**config.mk**
```make
export PLATFORM = sky130hd
export DESIGN_NAME = bytestr_term_load
export DESIGN_NICKNAME = d
export VERILOG_FILES = /design/src/rtl/bstl_pkg.sv /design/src/rtl/bstl_cursor.sv /design/src/rtl/bstl_guard.sv /design/src/rtl/bstl_ctrl.sv /design/src/rtl/bytestr_term_load.sv
export SDC_FILE = /design/constraint.sdc
export NUM_CORES = 1
export LEC_CHECK = 0
export BUFFER_PORTS_ARGS = -buffer_cell sky130_fd_sc_hd__buf_2
export CORE_MARGIN = 2
export CORE_UTILIZATION = 40
export CTS_CLUSTER_SIZE = 25
export DETAILED_ROUTE_END_ITERATION = 7
export HOLD_SLACK_MARGIN = 0.1
export PLACE_DENSITY = 0.74
export SLEW_MARGIN = 20
export SYNTH_ARGS = -nofsm -noshare
export SYNTH_HDL_FRONTEND = slang
export SYNTH_SLANG_ARGS = --single-unit
export TNS_END_PERCENT = 10
```
**constraint.sdc**
```tcl
create_clock -name clk -period 2.7 [get_ports clk]
set_input_delay 0.54 -clock clk [delete_from_list [all_inputs] [get_ports clk]]
set_output_delay 0.54 -clock clk [all_outputs]
set_load 0.1 [all_outputs]
```
**src/rtl/bstl_pkg.sv**
```systemverilog
package bstl_pkg;
  localparam int BYTE_W = 8;
  localparam int WORD_W = 32;
  localparam int LANES  = WORD_W / BYTE_W;
  localparam int LANE_W = $clog2(LANES);
  localparam int RIDX_W = 5;

  typedef logic [LANE_W-1:0] lane_t;
  typedef logic [RIDX_W-1:0] ridx_t;
  typedef logic [BYTE_W-1:0] byte_t;

  localparam lane_t LANE_TOP = lane_t'(LANES - 1);

  typedef enum logic [0:0] {ST_IDLE = 1'b0, ST_FETCH = 1'b1} st_e;

  typedef struct packed {
    ridx_t ridx;
    lane_t lane;
  } slot_t;

  // One-hot lane enable for a given lane number.
  function automatic logic [LANES-1:0] lane_strobe(lane_t l);
    logic [LANES-1:0] one;
    one = {{(LANES-1){1'b0}}, 1'b1};
    return one << l;
  endfunction

  // Byte shifted into its lane position of a word.
  function automatic logic [WORD_W-1:0] lane_place(byte_t b, lane_t l);
    logic [WORD_W-1:0] w;
    w = {{(WORD_W-BYTE_W){1'b0}}, b};
    return w << (int'(l) * BYTE_W);
  endfunction

  // Next write slot: walk lanes downward, then move to the next register.
  function automatic slot_t slot_next(slot_t s);
    slot_t n;
    if (s.lane == '0) begin
      n.ridx = s.ridx + ridx_t'(1);
      n.lane = LANE_TOP;
    end else begin
      n.ridx = s.ridx;
      n.lane = s.lane - lane_t'(1);
    end
    return n;
  endfunction

  // Guard test: b always applies, a only when nonzero.
  function automatic logic slot_guarded(ridx_t cur, ridx_t ga, ridx_t gb);
    return (cur == gb) || ((ga != '0) && (cur == ga));
  endfunction
endpackage

```
**src/rtl/bstl_cursor.sv**
```systemverilog
module bstl_cursor
  import bstl_pkg::*;
#(
  parameter int AW = 16,
  parameter int CW = 7
) (
  input  logic          clk,
  input  logic          rst_n,
  input  logic          load,
  input  logic          step,
  input  logic [AW-1:0] base_addr,
  input  ridx_t         first_reg,
  output logic [AW-1:0] addr,
  output slot_t         slot,
  output logic [CW-1:0] idx
);
  logic [AW-1:0] addr_q;
  slot_t         slot_q;
  logic [CW-1:0] idx_q;

  always_ff @(posedge clk) begin
    if (!rst_n) begin
      addr_q <= '0;
      slot_q <= '0;
      idx_q  <= '0;
    end else if (load) begin
      addr_q      <= base_addr;
      slot_q.ridx <= first_reg;
      slot_q.lane <= LANE_TOP;
      idx_q       <= '0;
    end else if (step) begin
      addr_q <= addr_q + AW'(1);
      slot_q <= slot_next(slot_q);
      idx_q  <= idx_q + CW'(1);
    end
  end

  assign addr = addr_q;
  assign slot = slot_q;
  assign idx  = idx_q;

  // each accepted byte moves the address on by one
  a_r2_addr_step: assert property (@(posedge clk) disable iff (!rst_n)
    (step && !load) |=> (addr_q == $past(addr_q) + AW'(1)));

  // lanes are walked downward inside one register
  a_r3_lane_down: assert property (@(posedge clk) disable iff (!rst_n)
    (step && !load && slot_q.lane != '0) |=>
      (slot_q.lane == $past(slot_q.lane) - lane_t'(1)) && $stable(slot_q.ridx));

  // after the bottom lane, the top lane of the next register
  a_r4_reg_wrap: assert property (@(posedge clk) disable iff (!rst_n)
    (step && !load && slot_q.lane == '0) |=>
      (slot_q.lane == LANE_TOP) && (slot_q.ridx == ridx_t'($past(slot_q.ridx) + ridx_t'(1))));

  // a load begins at the top lane of the destination
  a_r4_first_slot: assert property (@(posedge clk) disable iff (!rst_n)
    load |=> (slot_q.lane == LANE_TOP) && (slot_q.ridx == $past(first_reg)) && (idx_q == '0));
endmodule

```
**src/rtl/bstl_guard.sv**
```systemverilog
module bstl_guard
  import bstl_pkg::*;
(
  input  logic               clk,
  input  logic               rst_n,
  input  logic               load,
  input  ridx_t              guard_a_in,
  input  ridx_t              guard_b_in,
  input  logic               accept,
  input  byte_t              rd_byte,
  input  slot_t              slot,
  output logic               wr_en,
  output ridx_t              wr_idx,
  output logic [LANES-1:0]   wr_be,
  output logic [WORD_W-1:0]  wr_data
);
  ridx_t ga_q, gb_q;
  logic  blocked;

  always_ff @(posedge clk) begin
    if (!rst_n) begin
      ga_q <= '0;
      gb_q <= '0;
    end else if (load) begin
      ga_q <= guard_a_in;
      gb_q <= guard_b_in;
    end
  end

  always_comb begin
    blocked = slot_guarded(slot.ridx, ga_q, gb_q);
    wr_en   = accept && !blocked;
    wr_idx  = slot.ridx;
    wr_be   = lane_strobe(slot.lane);
    wr_data = lane_place(rd_byte, slot.lane);
  end

  // the always-active guard is never written
  a_r5_guard_b: assert property (@(posedge clk) disable iff (!rst_n)
    wr_en |-> (wr_idx != gb_q));

  // the conditional guard is never written when nonzero
  a_r5_guard_a: assert property (@(posedge clk) disable iff (!rst_n)
    (wr_en && ga_q != '0) |-> (wr_idx != ga_q));

  // exactly one lane per write
  a_r3_one_lane: assert property (@(posedge clk) disable iff (!rst_n)
    wr_en |-> ($countones(wr_be) == 1));

  // writes only happen on an accepted read
  a_r11_write_needs_ack: assert property (@(posedge clk) disable iff (!rst_n)
    wr_en |-> accept);
endmodule

```
**src/rtl/bstl_ctrl.sv**
```systemverilog
module bstl_ctrl
  import bstl_pkg::*;
#(
  parameter int CW = 7
) (
  input  logic          clk,
  input  logic          rst_n,
  input  logic          start,
  input  logic [CW-1:0] cnt_in,
  input  byte_t         key_in,
  input  logic [CW-1:0] idx,
  input  logic          rd_ack,
  input  byte_t         rd_byte,
  output logic          busy,
  output logic          load,
  output logic          accept,
  output logic          done,
  output logic [CW-1:0] result
);
  st_e           st;
  logic [CW-1:0] cnt_q;
  byte_t         key_q;
  logic          done_q;
  logic [CW-1:0] result_q;
  logic          hit, last, finish, zero_go;

  always_comb begin
    busy    = (st == ST_FETCH);
    load    = (st == ST_IDLE) && start;
    accept  = busy && rd_ack;
    hit     = (rd_byte == key_q);
    last    = (idx == cnt_q - CW'(1));
    finish  = accept && (hit || last);
    zero_go = load && (cnt_in == '0);
  end

  always_ff @(posedge clk) begin
    if (!rst_n) begin
      st       <= ST_IDLE;
      cnt_q    <= '0;
      key_q    <= '0;
      done_q   <= 1'b0;
      result_q <= '0;
    end else begin
      done_q <= zero_go || finish;
      if (load) begin
        cnt_q <= cnt_in;
        key_q <= key_in;
        if (zero_go) result_q <= '0;
        else         st       <= ST_FETCH;
      end
      if (finish) begin
        st       <= ST_IDLE;
        result_q <= hit ? idx : cnt_q;
      end
    end
  end

  assign done   = done_q;
  assign result = result_q;

  // completion is never reported during a load
  a_r9_done_idle: assert property (@(posedge clk) disable iff (!rst_n)
    done |-> !busy);

  // the count reported never exceeds the requested count
  a_r7_result_range: assert property (@(posedge clk) disable iff (!rst_n)
    done |-> (result <= cnt_q));

  // zero count finishes at once with a zero result
  a_r8_zero_fast: assert property (@(posedge clk) disable iff (!rst_n)
    (load && cnt_in == '0) |=> (done && !busy && result == '0));

  // a matching byte ends the load with its position
  a_r6_hit_stops: assert property (@(posedge clk) disable iff (!rst_n)
    (accept && hit) |=> (done && !busy && result == $past(idx)));

  // a start during a load does not disturb its parameters
  a_r10_hold: assert property (@(posedge clk) disable iff (!rst_n)
    (busy && start) |=> ($stable(cnt_q) && $stable(key_q)));

  // a wait holds the position
  a_r11_wait: assert property (@(posedge clk) disable iff (!rst_n)
    (busy && !rd_ack) |=> (busy && $stable(idx)));
endmodule

```
**src/rtl/bytestr_term_load.sv**
```systemverilog
module bytestr_term_load
  import bstl_pkg::*;
#(
  parameter int AW = 16,
  parameter int CW = 7
) (
  input  logic          clk,
  input  logic          rst_n,
  input  logic          start,
  input  logic [AW-1:0] start_addr,
  input  logic [CW-1:0] byte_cnt,
  input  logic [7:0]    stop_byte,
  input  logic [4:0]    dest_reg,
  input  logic [4:0]    guard_a,
  input  logic [4:0]    guard_b,
  output logic          rd_req,
  output logic [AW-1:0] rd_addr,
  input  logic          rd_ack,
  input  logic [7:0]    rd_data,
  output logic          wr_en,
  output logic [4:0]    wr_idx,
  output logic [3:0]    wr_be,
  output logic [31:0]   wr_data,
  output logic          busy,
  output logic          done,
  output logic [CW-1:0] result
);
  logic          load_w, accept_w, busy_w;
  logic [CW-1:0] idx_w;
  slot_t         slot_w;

  bstl_ctrl #(.CW(CW)) ctrl_i (
    .clk(clk), .rst_n(rst_n), .start(start), .cnt_in(byte_cnt),
    .key_in(stop_byte), .idx(idx_w), .rd_ack(rd_ack), .rd_byte(rd_data),
    .busy(busy_w), .load(load_w), .accept(accept_w), .done(done), .result(result)
  );

  bstl_cursor #(.AW(AW), .CW(CW)) cursor_i (
    .clk(clk), .rst_n(rst_n), .load(load_w), .step(accept_w),
    .base_addr(start_addr), .first_reg(dest_reg),
    .addr(rd_addr), .slot(slot_w), .idx(idx_w)
  );

  bstl_guard guard_i (
    .clk(clk), .rst_n(rst_n), .load(load_w),
    .guard_a_in(guard_a), .guard_b_in(guard_b),
    .accept(accept_w), .rd_byte(rd_data), .slot(slot_w),
    .wr_en(wr_en), .wr_idx(wr_idx), .wr_be(wr_be), .wr_data(wr_data)
  );

  assign rd_req = busy_w;
  assign busy   = busy_w;

  // a pending read keeps its address
  a_r11_addr_hold: assert property (@(posedge clk) disable iff (!rst_n)
    (rd_req && !rd_ack) |=> $stable(rd_addr));

  // no read is requested in the completion cycle
  a_r9_no_read_at_done: assert property (@(posedge clk) disable iff (!rst_n)
    done |-> !rd_req);
endmodule

```
After elaboration in Yosys (flattened, before gate mapping):

Cells that the tools add are included.

* register bits: 64
* logic and storage cells: 56
* output and inout port bits: 68
* input bits: 58

* eq/ne operators: 4
* shifts and indexed selects: 2
* multiplexer cells: 9
* reductions and logical operators: 22
* add/subtract/negate cells: 5
* bitwise operators: 3

Operators with widths (number)
* $mux 7: 7
* $mux 16: 2
* $shl 8x5->32: 1
* $add 16x1->16 const B: 1
* $eq 5x5->1: 2
* $eq 8x8->1: 1
* $reduce_bool 2->1: 4
* $add 7x1->7 const B: 1
* $eq 7x7->1: 1
* $logic_not 7->1: 1
* $sub 7x1->7 const B: 1
* $logic_and 1x1->1: 6
* $reduce_and 2->1: 3
* $add 5x1->5 const B: 1
* $reduce_bool 5->1: 1
* $reduce_or 2->1: 2
* $shl 1x2->4 const A: 1
* $logic_or 1x1->1: 3
* $not 1->1: 3
* $logic_not 2->1: 1
* $sub 2x1->2 const B: 1
* $logic_not 1->1: 1

Depth between registers and ports, before layout:

* word-level depth: 6
* depth in mapped cells: 8
* depth with buffers taken out: 8

Cells and area by module:

Synthesis repeated with hierarchy kept, for this count alone.

* cells, all modules: 427
* area total of the unflattened synthesis: 3633.5 sq um

Modules (own cells, without submodules)
* bstl_cursor: area an instance 1493.9 sq um, cells each 172, times used 1, seq. area each 600.6 sq um
* bstl_ctrl: area an instance 1340.0 sq um, cells each 160, times used 1, seq. area each 480.5 sq um
* bstl_guard: area an instance 792.0 sq um, cells each 94, times used 1, seq. area each 200.2 sq um
* bytestr_term_load: area an instance 7.5 sq um, cells each 1, times used 1, seq. area each 0.0 sq um

Worst setup path after synthesis:

OpenSTA, ideal clock, no wires.

* path kind: register to output
* from: register ctrl_i.st, in the netlist ctrl_i.busy
* to: output port wr_en
* buffers on the path: 2
* arrival: 3.420 ns
* stages on the path, launching flop included: 6
* data required time: 2.160 ns
* slack: -1.260 ns
* cells stage by stage: dfxtp_1 > and2_2 > buf_2 > clkbuf_1 > o21ai_0 > a31oi_1

* word-level cells in the longest chain between the ends: 2

RTL lines
* start, declared: line bstl_ctrl.sv:20 `st_e st;`
* start signal, assigned: line bstl_ctrl.sv:39 `st <= ST_IDLE;`
* start signal, assigned: line bstl_ctrl.sv:50 `else st <= ST_FETCH;`
* start signal, assigned: line bstl_ctrl.sv:53 `st <= ST_IDLE;`
* $logic_and 1x1->1: line bstl_ctrl.sv:30 `accept = busy && rd_ack;`
* $logic_and 1x1->1: line bstl_guard.sv:32 `wr_en = accept && !blocked;`
* end, declared: line bytestr_term_load.sv:20 `output logic wr_en,`

No other way between the ends.

Worst setup path in the final report:

* from: register cursor_i.slot_q, in the netlist cursor_i.slot[1]
* to: output port wr_be[0]

* word-level cells in the longest chain between the ends: 1

RTL lines
* start, declared: line bstl_cursor.sv:18 `slot_t slot_q;`
* start signal, assigned: line bstl_cursor.sv:33 `slot_q <= slot_next(slot_q);`
* $shl 1x2->4: line bstl_pkg.sv:25 `return one << l;`
* end, declared: line bytestr_term_load.sv:22 `output logic [3:0] wr_be,`

No other way between the ends.

==> reports/results.tsv <==
stage	metric	value	unit
clocking	cts_tree	done	
global_routing	grt_pass1_wl	15.8	mm
floorplanning	core	0.00830	sq mm
layout	regArea	0.00128	sq mm
timing	tns	0	ps
clocking	clock_latency	330	ps
route	drt_first_iter_violations	154	
critical_path	r2r-end	ctrl_i.result[2]$_SDFFE_PN0P_	
worst_hold_path	worstHoldStart	guard_b[3]	
status	outcome	finished clean	
logic_synthesis	yosys_warnings	0	
worst_hold_path	min_to	guard_i.gb_q[3]$_SDFFE_PN0P_	
timing	period_minus_slack	2510	ps
timing	hold_viol	0	
critical_path	crit_required	2160	ps
layout	multiInputGateArea	0.00203	sq mm
critical_path	cp_data_arrival_time	1970	ps
placement	pre_cts_slack	468	ps
placement	portBuffers	125	
logic_synthesis	synth_cells	428	
timing	finalCritPeriodShare	0.929	
placement	gp_congestion	0.877	
layout	nets	609	
layout	fillers	813	
logic_synthesis	async_flop_share	0	
timing	holdWs	442	ps
logic_synthesis	synth_top_family_by_area	simple AND/OR/NAND/NOR gates	
logic_synthesis	avgSynthCellArea	8.05	sq um
timing	tightest_slew	640	ps
worst_hold_path	hold_path_depth	3	
timing	relSlewSlack	0.571	
critical_path	worst-path-max-fanout	21	
global_routing	grt_antenna_before_repair	0	
clocking	clkTransAtPathRegs	70	ps
critical_path	reg2reg_from	ctrl_i.cnt_q[0]$_SDFFE_PN0P_	
critical_path	cp_cell_sequence	inv_1 > ha_1 > buf_2	
global_routing	grt_overflow_total	0	
logic_synthesis	synth-compound-area-share	0.135	
logic_synthesis	synthAdderAreaFrac	0.0290	
timing	setup_slack	193	ps
clocking	post_cts_resized	0	
route	drc_errors	0	
route	vias_per_cell	5.27	
clocking	post-cts-setup-buffers	0	
floorplanning	start_util	0.415	
power_and_ir_drop	power.density	637	mW/mm^2
power_and_ir_drop	ir_worst_vdd	0.319	mV
layout	syn_to_final_growth	26.8	%
logic_synthesis	synth_commonest_cells	84 x nand2_1, 64 x dfxtp_1, 35 x a21oi_1	
critical_path	worstRegToRegCells	8	
floorplanning	die_w	96.8	um
placement	dp_cells	637	
critical_path	r2r_slack	430	ps
worst_hold_path	hold_class	primary input to register	
clocking	clockRootBuffer	clkbuf_8	
logic_synthesis	synthTopCellsByArea	dfxtp_1 37%, nand2_1 9.2%, xor2_1 5.8%, a21oi_1 5.1%, and3_1 4.9%	
timing	final_max_slew_viol_count	0	
timing	report.final.setup_viol	0	
logic_synthesis	yosys.area.top_type	dfxtp_1	
clocking	cts_htree_levels	3	
clocking	cts_sinks	64	
logic_synthesis	ys_ff_latch	64	
run	maxCapViolations	0	
route	routed-via-count	3442	
logic_synthesis	syn_nets	494	
floorplanning	io_pins	126	
critical_path	cp-start-kind	register	
layout	post-route-util	0.526	
logic_synthesis	ys.flop_type	dfxtp_1	
clocking	clockBufferDepth	2	
critical_path	cp_slowest_cell	dfxtp_1	
layout	drive_above_1_share	0.299	
global_routing	grt_max_degree	29	
logic_synthesis	syn_area	0.00345	sq mm
critical_path	max_stage_delay	660	ps
route	firstDrtPassIters	4	
placement	dp_hpwl	7.05	mm
global_routing	grt_pass1_vias	3438	
logic_synthesis	synthXorXnorAreaFrac	0.107	
global_routing	grt_use_total	0.201	
route	wl_per_cell	14.4	um
power_and_ir_drop	p_leak	1.98	nW
logic_synthesis	yosys.area_share.simple	0.265	
logic_synthesis	synth_mux_area_frac	0.0472	
critical_path	critPathKind	register to output pin	
clocking	cts_buffers	9	
logic_synthesis	synth.distinct_cells	38	
layout	fin_cells	653	
logic_synthesis	netlist.area_leader.share	0.372	
floorplanning	die-area	0.00937	sq mm
logic_synthesis	synth_edf_count	0	
layout	n_antenna_cell	0	
timing	max_clock_freq	399	MHz
critical_path	cp_top_family	flip-flops	
logic_synthesis	yosysMostFrequentCell	nand2_1	
critical_path	path_buf_inv	2	
floorplanning	fp.dieH	96.8	um
floorplanning	rows	33	
clocking	cts-hold-fix-buffers	0	
critical_path	endpoint_kind	output pin	
route	drt-total-wl	9.39	mm
timing	clock_skew	5.40	ps
timing	rsz0062_at_grt	false	
logic_synthesis	yosysSeqAreaShare	0.372	
route	ant_nets	0	
cell usage in the layout, fill, tap and decap left out, types with 5 or more instances in the layout:
master and n:
nand3_1 9, a311oi_1 9, o21ai_0 13, a211oi_1 11, mux2i_1 7, mux2_2 7, nand4_1 6, nor2_1 30
xor2_1 23, dfxtp_1 63, buf_2 124, and2_1 9, clkbuf_8 11, xnor2_1 19, a21oi_1 35, and3_1 27
ha_1 8, buf_4 8, nand2_1 84, inv_1 5
routing by layer:
metal | GRT usage | routed length, um | vias to the layer above
met1 | 0.250 | 4150 | 1584
met4 | 0.0888 | 214 | 0
met2 | 0.338 | 4500 | 132
met3 | 0.0376 | 528 | 18
met5 | 0 | 0 | -
li1 | - | - | 1708
worst max path at each step:
stage | startpoint | endpoint | depth (start not counted)
after global placement | rd_data[6] | ctrl_i.result[0]$_SDFFE_PN0P_ | 6
final | cursor_i.slot[1]$_SDFFE_PN0P_ | wr_be[0] | 3
after floorplan | ctrl_i.busy$_SDFFE_PP0P_ | wr_en | 5
after global routing | cursor_i.slot[1]$_SDFFE_PN0P_ | wr_be[0] | 3
after detailed placement | ctrl_i.cnt_q[0]$_SDFFE_PN0P_ | ctrl_i.result[2]$_SDFFE_PN0P_ | 8
after CTS | cursor_i.slot[1]$_SDFFE_PN0P_ | wr_be[0] | 3
worst min-delay path: cells and delay by family:
family | cells | cell delay [ps]
and+or+nand+nor | 1 | 40
buffers and inverters | 1 | 100
AOI/OAI and AO/OA | 1 | 50
per-stage QoR:
stage | total power, W | instance area (sq um)
after floorplan | 0.00181 | 3460
after global placement | 0.00197 | 4170
after detailed placement | 0.00198 | 4170
after CTS | 0.00281 | 4370
after global routing | 0.00290 | 4370
final | 0.00278 | 4370
sequential cells by signal (all words and copies together) (netlist names):
signal and cells:
cursor_i.addr 16, ctrl_i.key_q 8, ctrl_i.cnt_q 7, ctrl_i.result 7
ctrl_i.busy 1, cursor_i.slot 7, cursor_i.idx 7, guard_i.ga_q 5
ctrl_i.done 1, guard_i.gb_q 5
cell type report:
class	instances	share of cell area
Tap cell	105	0.0301
Multi-Input combinational cell	329	0.465
Inverter	6	0.00516
Sequential cell	64	0.294
Clock buffer	13	0.0364
Timing Repair Buffer	133	0.160
Clock inverter	3	0.00917
kinds of logic after synthesis:
| kind of cell | after synthesis |
|---|---|
| XOR/XNOR | 42 |
| multiplexers | 15 |
| buffers and inverters | 35 |
| AO/OA/AOI/OAI | 75 |
| adder cells (fa/ha/maj) | 8 |
| AND/OR/NAND/NOR | 189 |
| flip-flops | 64 |
where the power goes:
group	internal (W)	total [W]	switching, W	leakage (nW)
Sequential	0.000997	0.00107	0.0000729	0.526
Clock	0.000475	0.000819	0.000344	0.103
Combinational	0.000203	0.000893	0.000690	1.35
No activity file was read; power rests on OpenSTA's default activity.
